File: src/rtl/seg_xlate_pkg.sv
package seg_xlate_pkg;

  typedef enum logic [2:0] {
    FC_NONE     = 3'd0,
    FC_ABSENT   = 3'd1,
    FC_LIMIT    = 3'd2,
    FC_NO_READ  = 3'd3,
    FC_NO_WRITE = 3'd4
  } fault_e;

endpackage

File: src/rtl/seg_table.sv
module seg_table #(
  parameter int SEG_W  = 4,
  parameter int OFF_W  = 12,
  parameter int ADDR_W = 16
) (
  input  logic              clk,
  input  logic              rst_n,
  input  logic              priv,
  input  logic              cfg_we,
  input  logic              cfg_flush,
  input  logic [SEG_W-1:0]  cfg_idx,
  input  logic [ADDR_W-1:0] cfg_base,
  input  logic [OFF_W-1:0]  cfg_limit,
  input  logic              cfg_valid,
  input  logic              cfg_rd,
  input  logic              cfg_wr,
  input  logic [SEG_W-1:0]  lk_idx,
  output logic              lk_valid,
  output logic              lk_rd,
  output logic              lk_wr,
  output logic [ADDR_W-1:0] lk_base,
  output logic [OFF_W-1:0]  lk_limit,
  output logic              denied
);

  localparam int NSEG = 1 << SEG_W;

  logic [NSEG-1:0][ADDR_W-1:0] base_q, base_d;
  logic [NSEG-1:0][OFF_W-1:0]  limit_q, limit_d;
  logic [NSEG-1:0]             valid_q, valid_d;
  logic [NSEG-1:0]             rd_q, rd_d;
  logic [NSEG-1:0]             wr_q, wr_d;
  logic                        denied_q, denied_d;
  logic                        write_ok, flush_ok, tbl_en;

  function automatic logic [ADDR_W-1:0] boot_base(input int i);
    case (i)
      0:       boot_base = ADDR_W'(32'h4000);
      2:       boot_base = ADDR_W'(32'h3000);
      default: boot_base = '0;
    endcase
  endfunction

  function automatic logic [OFF_W-1:0] boot_limit(input int i);
    case (i)
      0:       boot_limit = OFF_W'(32'h06FF);
      1:       boot_limit = OFF_W'(32'h04FF);
      2:       boot_limit = OFF_W'(32'h0FFF);
      default: boot_limit = '0;
    endcase
  endfunction

  assign write_ok = priv & cfg_we;
  assign flush_ok = priv & cfg_flush;
  assign tbl_en   = write_ok | flush_ok;

  always_comb begin
    base_d   = base_q;
    limit_d  = limit_q;
    valid_d  = valid_q;
    rd_d     = rd_q;
    wr_d     = wr_q;
    if (flush_ok) begin
      valid_d = '0;
    end
    if (write_ok) begin
      base_d[cfg_idx]  = cfg_base;
      limit_d[cfg_idx] = cfg_limit;
      valid_d[cfg_idx] = cfg_valid;
      rd_d[cfg_idx]    = cfg_rd;
      wr_d[cfg_idx]    = cfg_wr;
    end
    denied_d = ~priv & (cfg_we | cfg_flush);
  end

  always_ff @(posedge clk or negedge rst_n) begin
    if (!rst_n) begin
      for (int i = 0; i < NSEG; i++) begin
        base_q[i]  <= boot_base(i);
        limit_q[i] <= boot_limit(i);
        valid_q[i] <= (i < 3);
        rd_q[i]    <= (i < 3);
        wr_q[i]    <= (i == 1) || (i == 2);
      end
      denied_q <= 1'b0;
    end else begin
      if (tbl_en) begin
        base_q  <= base_d;
        limit_q <= limit_d;
        valid_q <= valid_d;
        rd_q    <= rd_d;
        wr_q    <= wr_d;
      end
      denied_q <= denied_d;
    end
  end

  assign lk_valid = valid_q[lk_idx];
  assign lk_rd    = rd_q[lk_idx];
  assign lk_wr    = wr_q[lk_idx];
  assign lk_base  = base_q[lk_idx];
  assign lk_limit = limit_q[lk_idx];
  assign denied   = denied_q;

  // user-mode attempts leave the whole table untouched
  a_r6_user_cannot_modify: assert property (@(posedge clk) disable iff (!rst_n)
    !priv |=> ($stable(base_q) && $stable(limit_q) && $stable(valid_q)
               && $stable(rd_q) && $stable(wr_q)));

  // a user-mode write attempt is flagged in the next cycle
  a_r6_user_flagged: assert property (@(posedge clk) disable iff (!rst_n)
    (!priv && cfg_we) |=> denied);

  // a privileged flush with no write leaves every entry absent
  a_r7_flush_clears: assert property (@(posedge clk) disable iff (!rst_n)
    (priv && cfg_flush && !cfg_we) |=> (valid_q == '0));

endmodule

File: src/rtl/seg_check.sv
module seg_check
  import seg_xlate_pkg::*;
#(
  parameter int OFF_W  = 12,
  parameter int ADDR_W = 16,
  parameter int RSEG_W = 16,
  parameter int PHYS_W = 20
) (
  input  logic              real_mode,
  input  logic [RSEG_W-1:0] real_seg,
  input  logic [ADDR_W-1:0] logical,
  input  logic [OFF_W-1:0]  offset,
  input  logic              is_write,
  input  logic              ent_valid,
  input  logic              ent_rd,
  input  logic              ent_wr,
  input  logic [ADDR_W-1:0] ent_base,
  input  logic [OFF_W-1:0]  ent_limit,
  output logic [PHYS_W-1:0] phys,
  output fault_e            code
);

  logic [ADDR_W-1:0] tbl_sum;
  logic [PHYS_W-1:0] flat_sum;

  assign tbl_sum  = ent_base + ADDR_W'(offset);
  assign flat_sum = {real_seg, 4'b0000} + PHYS_W'(logical);

  always_comb begin
    code = FC_NONE;
    phys = '0;
    if (real_mode) begin
      phys = flat_sum;
    end else begin
      if (!ent_valid) begin
        code = FC_ABSENT;
      end else if (offset > ent_limit) begin
        code = FC_LIMIT;
      end else if (is_write && !ent_wr) begin
        code = FC_NO_WRITE;
      end else if (!is_write && !ent_rd) begin
        code = FC_NO_READ;
      end
      if (code == FC_NONE) begin
        phys = PHYS_W'(tbl_sum);
      end
    end
  end

endmodule

File: src/rtl/seg_xlate.sv
module seg_xlate
  import seg_xlate_pkg::*;
#(
  parameter int SEG_W  = 4,
  parameter int OFF_W  = 12,
  parameter int RSEG_W = 16
) (
  input  logic                    clk,
  input  logic                    rst_n,
  input  logic                    priv,
  input  logic                    req_valid,
  input  logic [SEG_W+OFF_W-1:0]  req_addr,
  input  logic                    req_write,
  input  logic                    real_mode,
  input  logic [RSEG_W-1:0]       real_seg,
  input  logic                    cfg_we,
  input  logic                    cfg_flush,
  input  logic [SEG_W-1:0]        cfg_idx,
  input  logic [SEG_W+OFF_W-1:0]  cfg_base,
  input  logic [OFF_W-1:0]        cfg_limit,
  input  logic                    cfg_valid,
  input  logic                    cfg_rd,
  input  logic                    cfg_wr,
  output logic                    cfg_denied,
  output logic                    rsp_valid,
  output logic [RSEG_W+3:0]       phys_addr,
  output logic                    fault,
  output logic [2:0]              fault_code
);

  localparam int ADDR_W = SEG_W + OFF_W;
  localparam int PHYS_W = RSEG_W + 4;

  logic [1:0]        rst_sync_q;
  logic              rst_n_i;
  logic              lk_valid, lk_rd, lk_wr;
  logic [ADDR_W-1:0] lk_base;
  logic [OFF_W-1:0]  lk_limit;
  logic [PHYS_W-1:0] phys_d, phys_q;
  fault_e            code_d;
  logic [2:0]        code_q;
  logic              fault_q, rsp_q;

  always_ff @(posedge clk or negedge rst_n) begin
    if (!rst_n) begin
      rst_sync_q <= 2'b00;
    end else begin
      rst_sync_q <= {rst_sync_q[0], 1'b1};
    end
  end
  assign rst_n_i = rst_sync_q[1];

  seg_table #(
    .SEG_W (SEG_W),
    .OFF_W (OFF_W),
    .ADDR_W(ADDR_W)
  ) u_table (
    .clk      (clk),
    .rst_n    (rst_n_i),
    .priv     (priv),
    .cfg_we   (cfg_we),
    .cfg_flush(cfg_flush),
    .cfg_idx  (cfg_idx),
    .cfg_base (cfg_base),
    .cfg_limit(cfg_limit),
    .cfg_valid(cfg_valid),
    .cfg_rd   (cfg_rd),
    .cfg_wr   (cfg_wr),
    .lk_idx   (req_addr[ADDR_W-1:OFF_W]),
    .lk_valid (lk_valid),
    .lk_rd    (lk_rd),
    .lk_wr    (lk_wr),
    .lk_base  (lk_base),
    .lk_limit (lk_limit),
    .denied   (cfg_denied)
  );

  seg_check #(
    .OFF_W (OFF_W),
    .ADDR_W(ADDR_W),
    .RSEG_W(RSEG_W),
    .PHYS_W(PHYS_W)
  ) u_check (
    .real_mode(real_mode),
    .real_seg (real_seg),
    .logical  (req_addr),
    .offset   (req_addr[OFF_W-1:0]),
    .is_write (req_write),
    .ent_valid(lk_valid),
    .ent_rd   (lk_rd),
    .ent_wr   (lk_wr),
    .ent_base (lk_base),
    .ent_limit(lk_limit),
    .phys     (phys_d),
    .code     (code_d)
  );

  always_ff @(posedge clk or negedge rst_n_i) begin
    if (!rst_n_i) begin
      rsp_q   <= 1'b0;
      phys_q  <= '0;
      code_q  <= FC_NONE;
      fault_q <= 1'b0;
    end else begin
      rsp_q <= req_valid;
      if (req_valid) begin
        phys_q  <= phys_d;
        code_q  <= code_d;
        fault_q <= (code_d != FC_NONE);
      end
    end
  end

  assign rsp_valid  = rsp_q;
  assign phys_addr  = phys_q;
  assign fault      = fault_q;
  assign fault_code = code_q;

  // every accepted request is answered on the next cycle
  a_r8_answer_next: assert property (@(posedge clk) disable iff (!rst_n_i)
    req_valid |=> rsp_valid);

  // no response without a request, outputs hold
  a_r8_idle_holds: assert property (@(posedge clk) disable iff (!rst_n_i)
    !req_valid |=> (!rsp_valid && $stable(phys_addr) && $stable(fault_code)));

  // a faulting response carries no address
  a_r2_fault_zero_addr: assert property (@(posedge clk) disable iff (!rst_n_i)
    (rsp_valid && fault) |-> (phys_addr == '0));

  // the flat calculation never faults
  a_r9_flat_no_fault: assert property (@(posedge clk) disable iff (!rst_n_i)
    (req_valid && real_mode) |=> !fault);

  // table results stay inside the 16-bit space
  a_r10_table_wraps: assert property (@(posedge clk) disable iff (!rst_n_i)
    (req_valid && !real_mode) |=> (phys_addr[PHYS_W-1:ADDR_W] == '0));

endmodule

File: config.mk
export PLATFORM = sky130hd
export DESIGN_NAME = seg_xlate
export DESIGN_NICKNAME = d
export VERILOG_FILES = /design/src/rtl/seg_xlate_pkg.sv /design/src/rtl/seg_table.sv /design/src/rtl/seg_check.sv /design/src/rtl/seg_xlate.sv
export SDC_FILE = /design/constraint.sdc
export NUM_CORES = 1
export LEC_CHECK = 0
export CAP_MARGIN = 15
export CORE_ASPECT_RATIO = 1.25
export CORE_UTILIZATION = 35
export DETAILED_ROUTE_END_ITERATION = 16
export PLACE_DENSITY_LB_ADDON = 0.08
export SLEW_MARGIN = 10
export SYNTH_ARGS = -nofsm -noshare
export SYNTH_HDL_FRONTEND = slang
export SYNTH_SLANG_ARGS = --single-unit
File: constraint.sdc
create_clock -name clk -period 24.7 [get_ports clk]
set_clock_uncertainty 0.1 [all_clocks]
set_input_delay 4.94 -clock clk [delete_from_list [all_inputs] [get_ports clk]]
set_output_delay 4.94 -clock clk [all_outputs]
set_load 0.02 [all_outputs]
After elaboration in Yosys (flattened, before gate mapping)
Index checks and enable logic that the tools add are counted.
{ "classes": {"n_addsub": 2, "n_lt_le_gt_ge": 4, "n_mux": 31, "bitwise_logic": 6, "reduce_logical": 9} }
{ "ops": {"columns": ["cell", "count"], "rows": [
  ["256-bit bitwise mux", 1],
  ["192-bit bitwise mux", 1],
  ["16-bit two-way mux", 5],
  ["16-bit binary-select mux with 4-bit select", 1],
  ["16-bit demux with 4-bit select", 1],
  ["12-bit binary-select mux with 4-bit select", 1],
  ["16-bit bitwise mux", 3],
  ["12-bit demux with 4-bit select", 1],
  ["12-bit two-way mux", 2],
  ["20-bit by 16-bit adder with 20-bit output", 1],
  ["20-bit two-way mux", 1],
  ["16-bit by 12-bit adder with 16-bit output", 1],
  ["3-bit two-way mux", 5],
  ["1-bit binary-select mux with 4-bit select", 3],
  ["12-bit greater-than comparator", 1],
  ["4-bit by 5-bit less-than comparator with 1-bit output, second input constant", 2],
  ["1-bit demux with 4-bit select", 1],
  ["4-bit by 1-bit greater-or-equal comparator with 1-bit output, second input constant", 1],
  ["1-bit two-way mux", 4],
  ["1-bit bitwise AND", 3],
  ["1-bit logical AND", 3],
  ["1-bit logical NOT", 3],
  ["3-bit logical NOT", 1],
  ["3-bit nonzero test", 1],
  ["other kinds (4)", 5]
]} }
{ "totals": {"register_bits": 524, "input_bits": 75, "out_inout_bits": 26} }

Logic depth before layout (Yosys ltp)
Gate-level depths: netlist of run 1.
{ "depth": {"ltp_word": 12, "depth_mapped": 17, "depth_no_buf": 11} }

By module
From an unflattened synthesis of run 1, not the netlist that was laid out.
{ "hier_totals": {"cells_unflattened": 1697, "area_unflattened_um2": 25535.7} }
{ "modules_own_cells": {"columns": ["module", "n_inst", "cells_per_inst", "area_each_um2"], "rows": [
  ["seg_table", 1, 1384, 22577.9],
  ["seg_check", 1, 256, 1886.8],
  ["seg_xlate", 1, 57, 1071.0]
]} }

Least setup slack after synthesis of run 1
OpenSTA, ideal clock, no wires.
{ "synth_path": {"path_type": "input to register", "start": "in req_addr[13]", "end": "reg phys_q[14], in the netlist phys_addr[14]", "setup_ns": 0.126, "t_arrival_ns": 8.751, "slack_ns": 15.722, "path_stages": 17, "path_buffers": 6, "cell_sequence": "buf_6 > buf_8 > buf_6 > buf_2 > buf_2 > buf_1 > mux4_2 > mux4_2 > ha_1 > fa_1 > a21oi_1 > o221ai_1 > and3_1 > o211ai_2 > xnor2_1 > and3_1 > a311o_1"} }
{ "synth_between": {"elab_chain_len": 12, "word_cells_on_any_way": 25} }
{ "synth_lines": {"columns": ["element", "line", "text"], "rows": [
  ["from (decl)", "seg_xlate.sv:12", "input logic [SEG_W+OFF_W-1:0] req_addr,"],
  ["branches (longest 11 deep; another with 12-bit greater-than comparator)", null, null],
  ["20-bit two-way mux (*)", "seg_check.sv:32", "if (real_mode) begin"],
  ["to (signal assigned)", "seg_xlate.sv:107", "phys_q <= phys_d;"],
  ["to (decl)", "seg_xlate.sv:39", "logic [PHYS_W-1:0] phys_d, phys_q;"]
]} }
Mark *: on every way between the ends. The select of a mux whose other input is x is not followed.
A chain may end at the register's enable or synchronous reset.

Worst setup path in the final report of run 1
{ "layout_path": {"start": "in req_addr[12]", "end": "reg phys_q[14], in the netlist phys_addr[14]"} }
Same word-level chain as after synthesis.

==> results of run 1 <==
-- cell usage in the layout (no fill, tap or decap), drive strengths merged, types with 3 or more instances in the layout --
cell type / instances
a211oi: 6
a21o: 10
a21oi: 30
a221oi: 6
a22oi: 14
a31oi: 5
and2: 4
and3: 5
buf: 36
bufinv: 3
clkbuf: 88
clkdlybuf4s50: 96
clkinv: 12
dfrtp: 482
dfstp: 42
ha: 36
inv: 26
mux2: 481
mux2i: 16
mux4: 149
nand2: 33
nand2b: 6
nand3: 15
nand3b: 3
nor2: 48
nor3: 7
o2111ai: 3
o211ai: 5
o21ai: 18
o2bb2ai: 4
or2: 4
xnor2: 17
xor2: 8
-- worst paths after layout --
path / start / to / cells after the start
worst max-delay path: req_addr[12] / phys_addr[14] / 14
worst min-delay path: rst_sync_q[0] / rst_sync_q[1] / 0
worst max register to register: u_table.limit_q[185] / phys_addr[7] / 12
worst min register to register: rst_sync_q[0] / rst_sync_q[1] / 0
max in group asynchronous: rst_n / rst_sync_q[1] / 1
min in group asynchronous: rst_sync_q[1] / u_table.limit_q[188] / 0
-- power groups by stage --
| stage | combinational [uW] | clock (uW) | sequential, uW |
|---|---|---|---|
| 2_1_floorplan | 324 | 0 | 1110 |
| 3_3_place_gp | 436 | 0 | 1120 |
| 3_5_place_dp | 446 | 0 | 1120 |
| 4_1_cts | 447 | 877 | 1100 |
| 5_1_grt | 479 | 910 | 1130 |
| 6_report | 439 | 851 | 1100 |
-- final cells by class --
| cell class | instances | area (um2) |
|---|---|---|
| tap | 943 | 1180 |
| clock buffer | 87 | 1680 |
| clock inverter | 17 | 165 |
| multi-input combinational | 968 | 11300 |
| inverter | 26 | 97.6 |
| antenna | 1 | 2.50 |
| sequential | 524 | 13200 |
| timing repair buffer | 133 | 1260 |
| fill | 6427 | 42000 |
-- per-layer routing --
metal / vias to the layer above / routed length [um] / global-route usage / share of wire
li1: 6290 / - / - / -
met1: 7839 / 33100 / 0.284 / 0.47
met2: 240 / 33000 / 0.316 / 0.47
met3: 88 / 2310 / 0.0272 / 0.033
met4: 4 / 1630 / 0.0511 / 0.023
met5: - / 27 / 0 / 0.00039
-- cell families (layout without fill, tap and decap cells) --
| logic type | count (synthesis) | after routing |
|---|---|---|
| xor+xnor | 25 | 25 |
| mux | 646 | 646 |
| compound gates | 120 | 120 |
| buf+inv | 153 | 263 |
| simple gates | 138 | 138 |
| flops | 524 | 524 |
| fa+ha+maj | 38 | 38 |
| other cells | 1 | 2 |
-- flip-flops by register name, summed over array words and instances, names as in the netlist, 2 cells and up --
signal / cells
u_table.valid_q: 16
fault_code: 3
rst_sync_q: 2
u_table.base_q: 256
u_table.rd_q: 16
u_table.limit_q: 192
u_table.wr_q: 16
phys_addr: 20
-- metrics by stage --
stage / hold slack [ns] / cell area, um2 / total power (uW) / cells
6_report: 0.254 / 28800 / 2390 / 2699
5_1_grt: 0.268 / 28800 / 2510 / 2698
4_1_cts: 0.258 / 28800 / 2430 / 2698
3_5_place_dp: 0.244 / 27000 / 1560 / 2594
3_3_place_gp: 0.238 / 27000 / 1550 / 2594
2_1_floorplan: 0.231 / 25100 / 1430 / 1645
==> metrics.md, run 1 <==
| Metric | Value |
|---|---|
| Status | completed |
| Routed wire length per instance | 26.0 um |
| Die X | 241 um |
| CTS Buf Count | 56 |
| Hold buffers post-CTS | 0 |
| Tcrit/Tclk final | 0.384 |
| Top-level I/O count | 101 |
| Slowest stage delay, CP | 0.75 ns |
| Routed Antenna Nets | 0 |
| Area leader, netlist | dfrtp_1 |
| Leakage | about 0.012 uW |
| Final Slew Violations | 0 |
| CTS tree | built |
| Sequential share of the synthesized area | 0.525 |
| Clock buffer depth | 3 |
| Sw Ratio | 0.257 |
| Worst EP required | around 25 ns |
| Slowest CP cell | buf_4 |
| Worst setup SP type | input pin |
| Highest clock rate | approximately 110 MHz |
| Kind of critical path | in2reg |
| Grt total ovfl | 0 |
| Complex-gate fraction of the synthesized area | 0.0327 |
| Sequential share of power | 0.461 |
| Post-Synthesis Cell Area | about 0.025 mm2 |
| GRT Total Usage | 0.198 |
| Syn Area/Cell | around 15 um2 |
| Mapped Cells | between 1.5k and 2k |
| Post-place setup slack | approximately 14 ns |
| Clock power share | 0.355 |
| Post-synth top flop | dfrtp_1 |
| Yosys reg bits | about 520 |
| Bufs and invs on worst path | 5 |
| # DRC | 0 |
| Clk sinks | ~520 |
| Share of layout cells above drive strength 1 | 0.455 |
| Pint | about 1800 uW |
| Setup Buffers After CTS | 0 |
| Asr flop ratio synth | 1.00 |
| Ys Warns | 0 |
| Pin count of the biggest net entering global routing | 162 |
| CTS HTree Levels | 2 |
| IO buf count | 100 |
| Minimum clock period | 9.48 ns |
| Worst VDD drop | 0.0000442 V |
| R2R setup slack | 20.73 ns |
| Final worst slack | 15.22 ns |
| Via Count | approximately 14k |
| Layout area overhead | 15.0% |
| Final Hold Vio Count | 0 |
| Post-synthesis simple-gate area fraction | 0.0259 |
| Adder-Cell Fraction of Synth Area | 0.0196 |
| Post-synth EDFFs | 0 |
| Rows | 109 |
| DRT Pass-1 Iters | 5 |
| CP Capture Type | flip-flop |
| Die ar. | around 0.073 mm2 |
| Maximum net fanout on the critical path | between 50 and 60 |
| Via density | about 5.4 |
| Initial antenna violation count | 3 |
| Main combinational cell family by area after synthesis | multiplexers |
| CORE AREA | 0.0708 mm2 |
| Clk Latency, worst-skew pair | about 0.60 ns |
| Delay-heaviest family, CP | buffers and inverters |
| Clock transition at path regs | 0.06 ns |
| Final WL | 70100 um |
| Clock root buffer master | clkbuf_16 |
| Most instantiated library cell after synthesis | dfrtp_1 |
| Post-synth top cells | 482 x dfrtp_1, 479 x mux2_2, 130 x mux4_2, 83 x clkbuf_1, 48 x nor2_1 |
| # Max-Cap Violations | 0 |
| PwrDens | 83.1 mW/mm2 |
| Final TNS setup | 0 ns |
| First-pass GRT wire length | roughly 110000 um |
| Gate power share | 0.183 |
| Die Height | between 300 and 400 um |
| Vias in the first global route | about 16k |
| Most used cell, CP | buf_4 |
| # setup viols final | 0 |
| Post-Synth XOR/XNOR Area | 0.00874 |
| Synthesized Nets | around 1.8k |
| Post-synth top area share | 0.481 |
| RSZ-0062 raised after global routing | false |
| Initial Utilization | 0.354 |
| Synth top area cells | dfrtp_1 48%, mux2_2 22%, mux4_2 12% |
| Relative slew slack | 0.324 |
| Least-Margin Pin Slew | between 1 and 1.5 ns |
| Fin util | 0.407 |
| Nets | around 1.8k |
| Arr. time, crit path | roughly 9.9 ns |
| Mux cell area share after synthesis | 0.359 |
| Library cells used by synthesis | 65 |
| Critical path, cell by cell | clkbuf_8 > buf_4 > buf_4 > mux4_2 > mux4_2 > inv_1 > ha_1 > nand2_1 > o21a_1 > o21ai_1 > a211oi_2 > buf_4 > and3_1 > a311o_1 |
| Class of the worst hold path | reg2reg |
| Iteration-0 DRC Markers | around 760 |
| CTS-repair resized insts | 0 |
| DP HPWL | about 39000 um |
| P_sw | 616 uW |
| RePlAce Congestion | 0.836 |
No activity file was read; power rests on OpenSTA's default activity.
==> run 2, diff against run 1 <==
- clock period: 24.7 -> 8 ns (I/O delays scaled with it)
==> run 2 against run 1 <==
Compared with the run above: die area did not move; total power rose to 3.1 times the previous value; sequential cell count did not move; final cell count rose by 0.19%; clock-buffer cell count rose by 10; utilization rose by 0.058 points; sequential share of layout area fell by 0.065 points; critical endpoint unchanged; sequential power rose to 3.1 times the previous value.
==> metrics.md, run 2 (same netlist as run 1, synthesis figures left out) <==
| Metric | Value |
|---|---|
| Iteration-0 DRC Markers | 961 (was 759) |
| Bufs and invs on worst path | 2 (was 5) |
| CORE AREA | 0.0708 mm2 (unchanged) |
| # setup viols final | 0 (unchanged) |
| Die ar. | 0.0727 mm2 (unchanged) |
| Final TNS setup | 0 ns (unchanged) |
| # Max-Cap Violations | 0 (unchanged) |
| Reg with most FFs | u_table.base_q (unchanged) |
| CTS tree | built (unchanged) |
| CTS-repair resized insts | 0 (unchanged) |
| Kind of critical path | in2reg (unchanged) |
| Hold buffers post-CTS | 0 (unchanged) |
| Clock transition at path regs | 0.06 ns (about the same) |
| Maximum net fanout on the critical path | 51 (was 53) |
| Die Height | 301 um (unchanged) |
| Commonest non-fill, non-tap cell in the layout | dfrtp_1 (unchanged) |
| IO buf count | 100 (unchanged) |
| Leakage | 0.0124 uW (about the same) |
| DRT Pass-1 Iters | 5 (unchanged) |
| Highest clock rate | 181 MHz |
| Nets | 1826 (was 1822) |
| R2R setup slack | 4.00 ns (was 20.73 ns) |
| Via density | 5.34 (was 5.36) |
| Storage cell area | 0.0132 mm2 (unchanged) |
| Least-Margin Pin Slew | 1.15 ns (was 1.01 ns) |
| Slowest CP cell | buf_4 (unchanged) |
| Power, Total | 7380 uW (was 2390 uW) |
| Multi-input gate area | 0.0113 mm2 (about the same) |
| Top-level I/O count | 101 (unchanged) |
| CP Capture Type | flip-flop (unchanged) |
| Vias in the first global route | 15.9k (was 15.8k) |
| Clock buffer depth | 3 (unchanged) |
| RSZ-0062 raised after global routing | false (unchanged) |
| Share of layout cells above drive strength 1 | 0.453 (was 0.455) |
| Class of the worst hold path | reg2reg (unchanged) |
| Worst EP required | 8.39 ns (was 25.07 ns) |
| Routed wire length per instance | 25.8 um (was 26.0 um) |
| Most frequent cells in the layout | 481 x dfrtp_1, 479 x mux2_2, 130 x mux4_2 (unchanged) |
| Clk Latency, worst-skew pair | 0.60 ns (about the same) |
| Clock root buffer master | clkbuf_16 (unchanged) |
| RePlAce Congestion | 0.805 (was 0.836) |
| Setup Buffers After CTS | 0 (unchanged) |
| Final Hold Vio Count | 0 (unchanged) |
| DP HPWL | 39900 um (was 39200 um) |
| Pin count of the biggest net entering global routing | 182 (was 162) |
| Via Count | 14.4k (was 14.5k) |
| Final WL | 69600 um (was 70100 um) |
| Worst VDD drop | 0.000157 V (was 0.0000442 V) |
| Initial antenna violation count | 3 (unchanged) |
| Status | completed (unchanged) |
| Antenna cells | 0 (was 1) |
| First-pass GRT wire length | 106000 um (about the same) |
| # DRC | 0 (unchanged) |
| Critical path, cell by cell | clkbuf_8 > buf_4 > mux4_2 > mux4_2 > ha_1 > fa_1 > a21oi_1 > o221ai_1 > and3_1 > o211ai_2 > xnor2_1 > and3_1 > a311o_1 (was clkbuf_8 > buf_4 > buf_4 > mux4_2 > mux4_2 > inv_1 > ha_1 > nand2_1 > o21a_1 > o21ai_1 > a211oi_2 > buf_4 > and3_1 > a311o_1) |
| PwrDens | 256 mW/mm2 (was 83.1 mW/mm2) |
| Delay-heaviest family, CP | buffers and inverters (unchanged) |
| Arr. time, crit path | 5.93 ns (was 9.85 ns) |
| Relative slew slack | 0.229 (was 0.324) |
| Die X | 241 um (unchanged) |
| CTS HTree Levels | 2 (unchanged) |
| Layout area overhead | 15.2% (was 15.0%) |
| Largest register FFs | 256 (unchanged) |
| GRT Total Usage | 0.199 (was 0.198) |
| Tcrit/Tclk final | 0.692 |
| Rows | 109 (unchanged) |
| Worst setup SP type | input pin (unchanged) |
| Minimum clock period | 5.54 ns |
| Initial Utilization | 0.354 (unchanged) |
| Slowest stage delay, CP | 0.59 ns (was 0.75 ns) |
| Routed Antenna Nets | 0 (unchanged) |
| Layout filler cell count | 6502 (was 6427) |
| Final Slew Violations | 0 (unchanged) |
| CTS Buf Count | 58 (was 56) |
| Grt total ovfl | 0 (unchanged) |
| Clk sinks | 524 (unchanged) |
| WHS | 0.260 ns (was 0.254 ns) |
run 2: worst reg2reg max path: cells and delay by family (launching register included):
kind	cells	cell delay [ns]
AO/OA/AOI/OAI	6	1.69
adder cells (fa/ha/maj)	1	0.24
buffers and inverters	2	0.38
flip-flops	1	0.39
multiplexers	2	0.96
AND/OR/NAND/NOR	1	0.18
run 2: layout make-up:
type                            count  share of cell area
Sequential cell                   524               0.456
Multi-Input combinational cell    968               0.391
Tap cell                          943              0.0409
Timing Repair Buffer              135              0.0445
Inverter                           26             0.00338
Clock buffer                       97              0.0613
Clock inverter                     11             0.00308
run 2: power breakdown:
| part | internal, uW | switching [uW] |
|---|---|---|
| logic | 793 | 566 |
| registers | 3170 | 235 |
| clock network | 1530 | 1090 |
run 2: path summary, 6_finish.rpt:
check	start	endpoint	depth (start not counted)
worst max register to register	u_table.limit_q[43]	phys_addr[3]	12
min in group asynchronous	rst_sync_q[1]	u_table.limit_q[127]	1
worst min register to register	rst_sync_q[0]	rst_sync_q[1]	0
worst max-delay path	req_addr[12]	phys_addr[14]	13
worst min-delay path	rst_sync_q[0]	rst_sync_q[1]	0
max in group asynchronous	rst_sync_q[1]	u_table.limit_q[110]	2
run 2: routing by layer:
metal | up-vias | track usage | share of wire
met5 | - | 0 | 0.00052
li1 | 6298 | - | -
met3 | 85 | 0.0298 | 0.035
met2 | 230 | 0.318 | 0.47
met1 | 7819 | 0.286 | 0.48
met4 | 6 | 0.0448 | 0.019
run 2: through the flow:
step / std cells / area [um2] / util / setup WS [ns]
final: 2704 / 28900 / 0.408 / 2.46
after global routing: 2704 / 28900 / 0.408 / 2.17
after floorplan: 1645 / 25100 / - / 2.36
after global placement: 2595 / 27000 / 0.381 / 1.42
after detailed placement: 2595 / 27000 / 0.381 / 1.40
after CTS: 2703 / 28900 / 0.408 / 2.04
==> run 3, diff against run 2 <==
- clock period: 8 -> 5.5 ns (I/O delays scaled with it)
==> run 3 against run 2 <==
Compared with the run above: final cell count grew 0.30%; total power is 48% higher; worst setup slack worse by 1.5 ns; cell area up 1.1%; clock power increased by 52%; non-clock buffer count rose by 7; sequential cell count did not move; critical path depth unchanged; global-route usage rose by 0.14 points; critical endpoint is now phys_addr[2].
==> metrics.md, run 3 (same netlist as run 1, synthesis figures left out) <==
| Metric | Value |
|---|---|
| CTS HTree Levels | 2 (unchanged) |
| Via density | 5.34 (about the same) |
| Critical path, cell by cell | clkbuf_8 > mux4_2 > mux4_2 > inv_1 > ha_1 > and3_1 > a221o_1 > a221oi_1 > o21ai_1 > a211oi_2 > buf_4 > a22oi_1 > a21oi_1 (was clkbuf_8 > buf_4 > mux4_2 > mux4_2 > ha_1 > fa_1 > a21oi_1 > o221ai_1 > and3_1 > o211ai_2 > xnor2_1 > and3_1 > a311o_1) |
| Worst VDD drop | 0.000265 V (was 0.000157 V) |
| Reg with most FFs | u_table.base_q (unchanged) |
| CP Capture Type | flip-flop (unchanged) |
| Worst EP required | 5.92 ns (was 8.39 ns) |
| Rows | 109 (unchanged) |
| RePlAce Congestion | 0.834 (was 0.805) |
| Least-Margin Pin Slew | 0.901 ns (was 1.15 ns) |
| DRT Pass-1 Iters | 4 (was 5) |
| Layout area overhead | 16.4% (was 15.2%) |
| Clock transition at path regs | 0.06 ns (about the same) |
| Class of the worst hold path | reg2async (was reg2reg) |
| Clock root buffer master | clkbuf_16 (unchanged) |
| GRT Total Usage | 0.201 (was 0.199) |
| Highest clock rate | 222 MHz |
| Final TNS setup | 0 ns (unchanged) |
| Final Slew Violations | 0 (unchanged) |
| Die ar. | 0.0727 mm2 (unchanged) |
| Commonest non-fill, non-tap cell in the layout | dfrtp_1 (unchanged) |
| Maximum net fanout on the critical path | 25 (was 51) |
| FF-to-FF path depth | 12 (unchanged) |
| Worst setup SP type | input pin (unchanged) |
| RSZ-0062 raised after global routing | false (unchanged) |
| CTS Buf Count | 57 (was 58) |
| Delay-heaviest family, CP | compound AO/OA/AOI/OAI gates (was buffers and inverters) |
| Final Hold Vio Count | 0 (unchanged) |
| Clk sinks | 524 (unchanged) |
| Arr. time, crit path | 4.93 ns (was 5.93 ns) |
| Routed Antenna Nets | 0 (unchanged) |
| Pin count of the biggest net entering global routing | 144 (was 182) |
| # Max-Cap Violations | 0 (unchanged) |
| Stages on worst setup path | 13 (unchanged) |
| Minimum clock period | roughly 4.5 ns |
| IO buf count | 100 (unchanged) |
| Most frequent cells in the layout | 481 x dfrtp_1, 479 x mux2_2, 130 x mux4_2 (unchanged) |
| Storage cell area | 0.0132 mm2 (unchanged) |
| Power, Total | 10900 uW (was 7380 uW) |
| # setup viols final | 0 (unchanged) |
| Relative slew slack | 0.398 (was 0.229) |
| Die X | 241 um (unchanged) |
| Vias in the first global route | 15.8k (was 15.9k) |
| PwrDens | 374 mW/mm2 (was 256 mW/mm2) |
| Largest register FFs | 256 (unchanged) |
| Slowest CP cell | mux4_2 (was buf_4) |
| Final WL | 70300 um (was 69600 um) |
| Clock buffer depth | 3 (unchanged) |
| Via Count | 14.5k (was 14.4k) |
| Grt total ovfl | 0 (unchanged) |
| Clk Latency, worst-skew pair | 0.61 ns (was 0.60 ns) |
| First-pass GRT wire length | 107000 um (was 106000 um) |
| Slowest stage delay, CP | 0.55 ns (was 0.59 ns) |
| Kind of critical path | in2reg (unchanged) |
| Share of layout cells above drive strength 1 | 0.458 (was 0.453) |
| CTS-repair resized insts | 0 (unchanged) |
| Routed wire length per instance | 25.9 um (was 25.8 um) |
| Multi-input gate area | 0.0113 mm2 (unchanged) |
| Most used cell, CP | mux4_2 |
| Iteration-0 DRC Markers | 811 (was 961) |
| Initial antenna violation count | 6 (was 3) |
| CORE AREA | 0.0708 mm2 (unchanged) |
| Layout filler cell count | 6467 (was 6502) |
| # DRC | 0 (unchanged) |
| Worst flop-to-flop path endpoint | phys_addr[2] (was phys_addr[3]) |
| Initial Utilization | 0.354 (unchanged) |
| Die Height | 301 um (unchanged) |
| R2R Path Start | u_table.limit_q[187] (was u_table.limit_q[43]) |
| Hold buffers post-CTS | 0 (unchanged) |
| Leakage | 0.0126 uW (was 0.0124 uW) |
| Bufs and invs on worst path | 3 (was 2) |
| Tcrit/Tclk final | 0.819 |
| Top-level I/O count | 101 (unchanged) |
| Status | completed (unchanged) |
| DP HPWL | 41600 um (was 39900 um) |
| R2R setup slack | 1.57 ns (was 4.00 ns) |
| Setup Buffers After CTS | 0 (unchanged) |
| Nets | 1832 (was 1826) |
| CTS tree | built (unchanged) |
run 3: cell types whose count changed in the layout (fill, tap and decap cells not counted), sizes merged:
cell,delta
buf,+7
bufinv,+2
clkbuf,-1
clkinv,-2
diode,+2
run 3: how the worst max path moves through the flow:
stage               endpoint          start  slack, ns
2_1_floorplan          fault  rst_sync_q[1]       0.32
3_3_place_gp    phys_addr[7]   req_addr[12]       0.41
3_5_place_dp    phys_addr[2]   req_addr[12]       0.37
4_1_cts         phys_addr[2]   req_addr[12]       0.99
5_1_grt        phys_addr[13]   req_addr[13]       0.85
6_report        phys_addr[2]   req_addr[12]        1.0
run 3: cell type report:
class / count / share of cell area
inverters: 26 / 0.00334
clock inverters: 11 / 0.00476
flip-flops and latches: 524 / 0.451
clock buffers: 96 / 0.0622
diodes: 2 / 0.000172
multi-input cells: 968 / 0.386
well taps: 943 / 0.0404
repair buffers: 142 / 0.0514
run 3: power breakdown:
group	switching, uW	internal (uW)	total, uW	leakage (uW)
Combinational	828	1170	1990	0.00503
Clock	1590	2370	3970	0.000958
Sequential	351	4610	4960	0.00660
Total	2770	8150	10900	0.0126
run 3: routing by layer:
layer | vias to the layer above | track usage | wire, um
met4 | 6 | 0.0478 | 1390
met3 | 85 | 0.0308 | 2620
li1 | 6322 | - | -
met5 | - | 0 | 25
met1 | 7821 | 0.286 | 33200
met2 | 241 | 0.320 | 33100
run 3: worst reg2reg max path, stage by stage, from the launching register on:
cell,delay [ns]
dfrtp_1,0.39
mux4_2,0.47
mux4_2,0.49
inv_1,0.12
ha_1,0.25
and3_1,0.21
a221o_1,0.39
a221oi_1,0.32
o21ai_1,0.26
a211oi_2,0.25
buf_4,0.26
a22oi_1,0.14
a21oi_1,0.19
run 3: per-stage QoR:
stage	setup WS [ns]	hold slack, ns	instance area [um2]	instances	util
floorplan	0.322	0.231	25100	1645	-
global placement	0.411	0.147	27200	2603	0.385
detailed placement	0.369	0.146	27200	2603	0.385
CTS	0.993	0.153	29200	2710	0.412
global route	0.851	0.176	29200	2710	0.412
finish	0.996	0.142	29200	2712	0.412
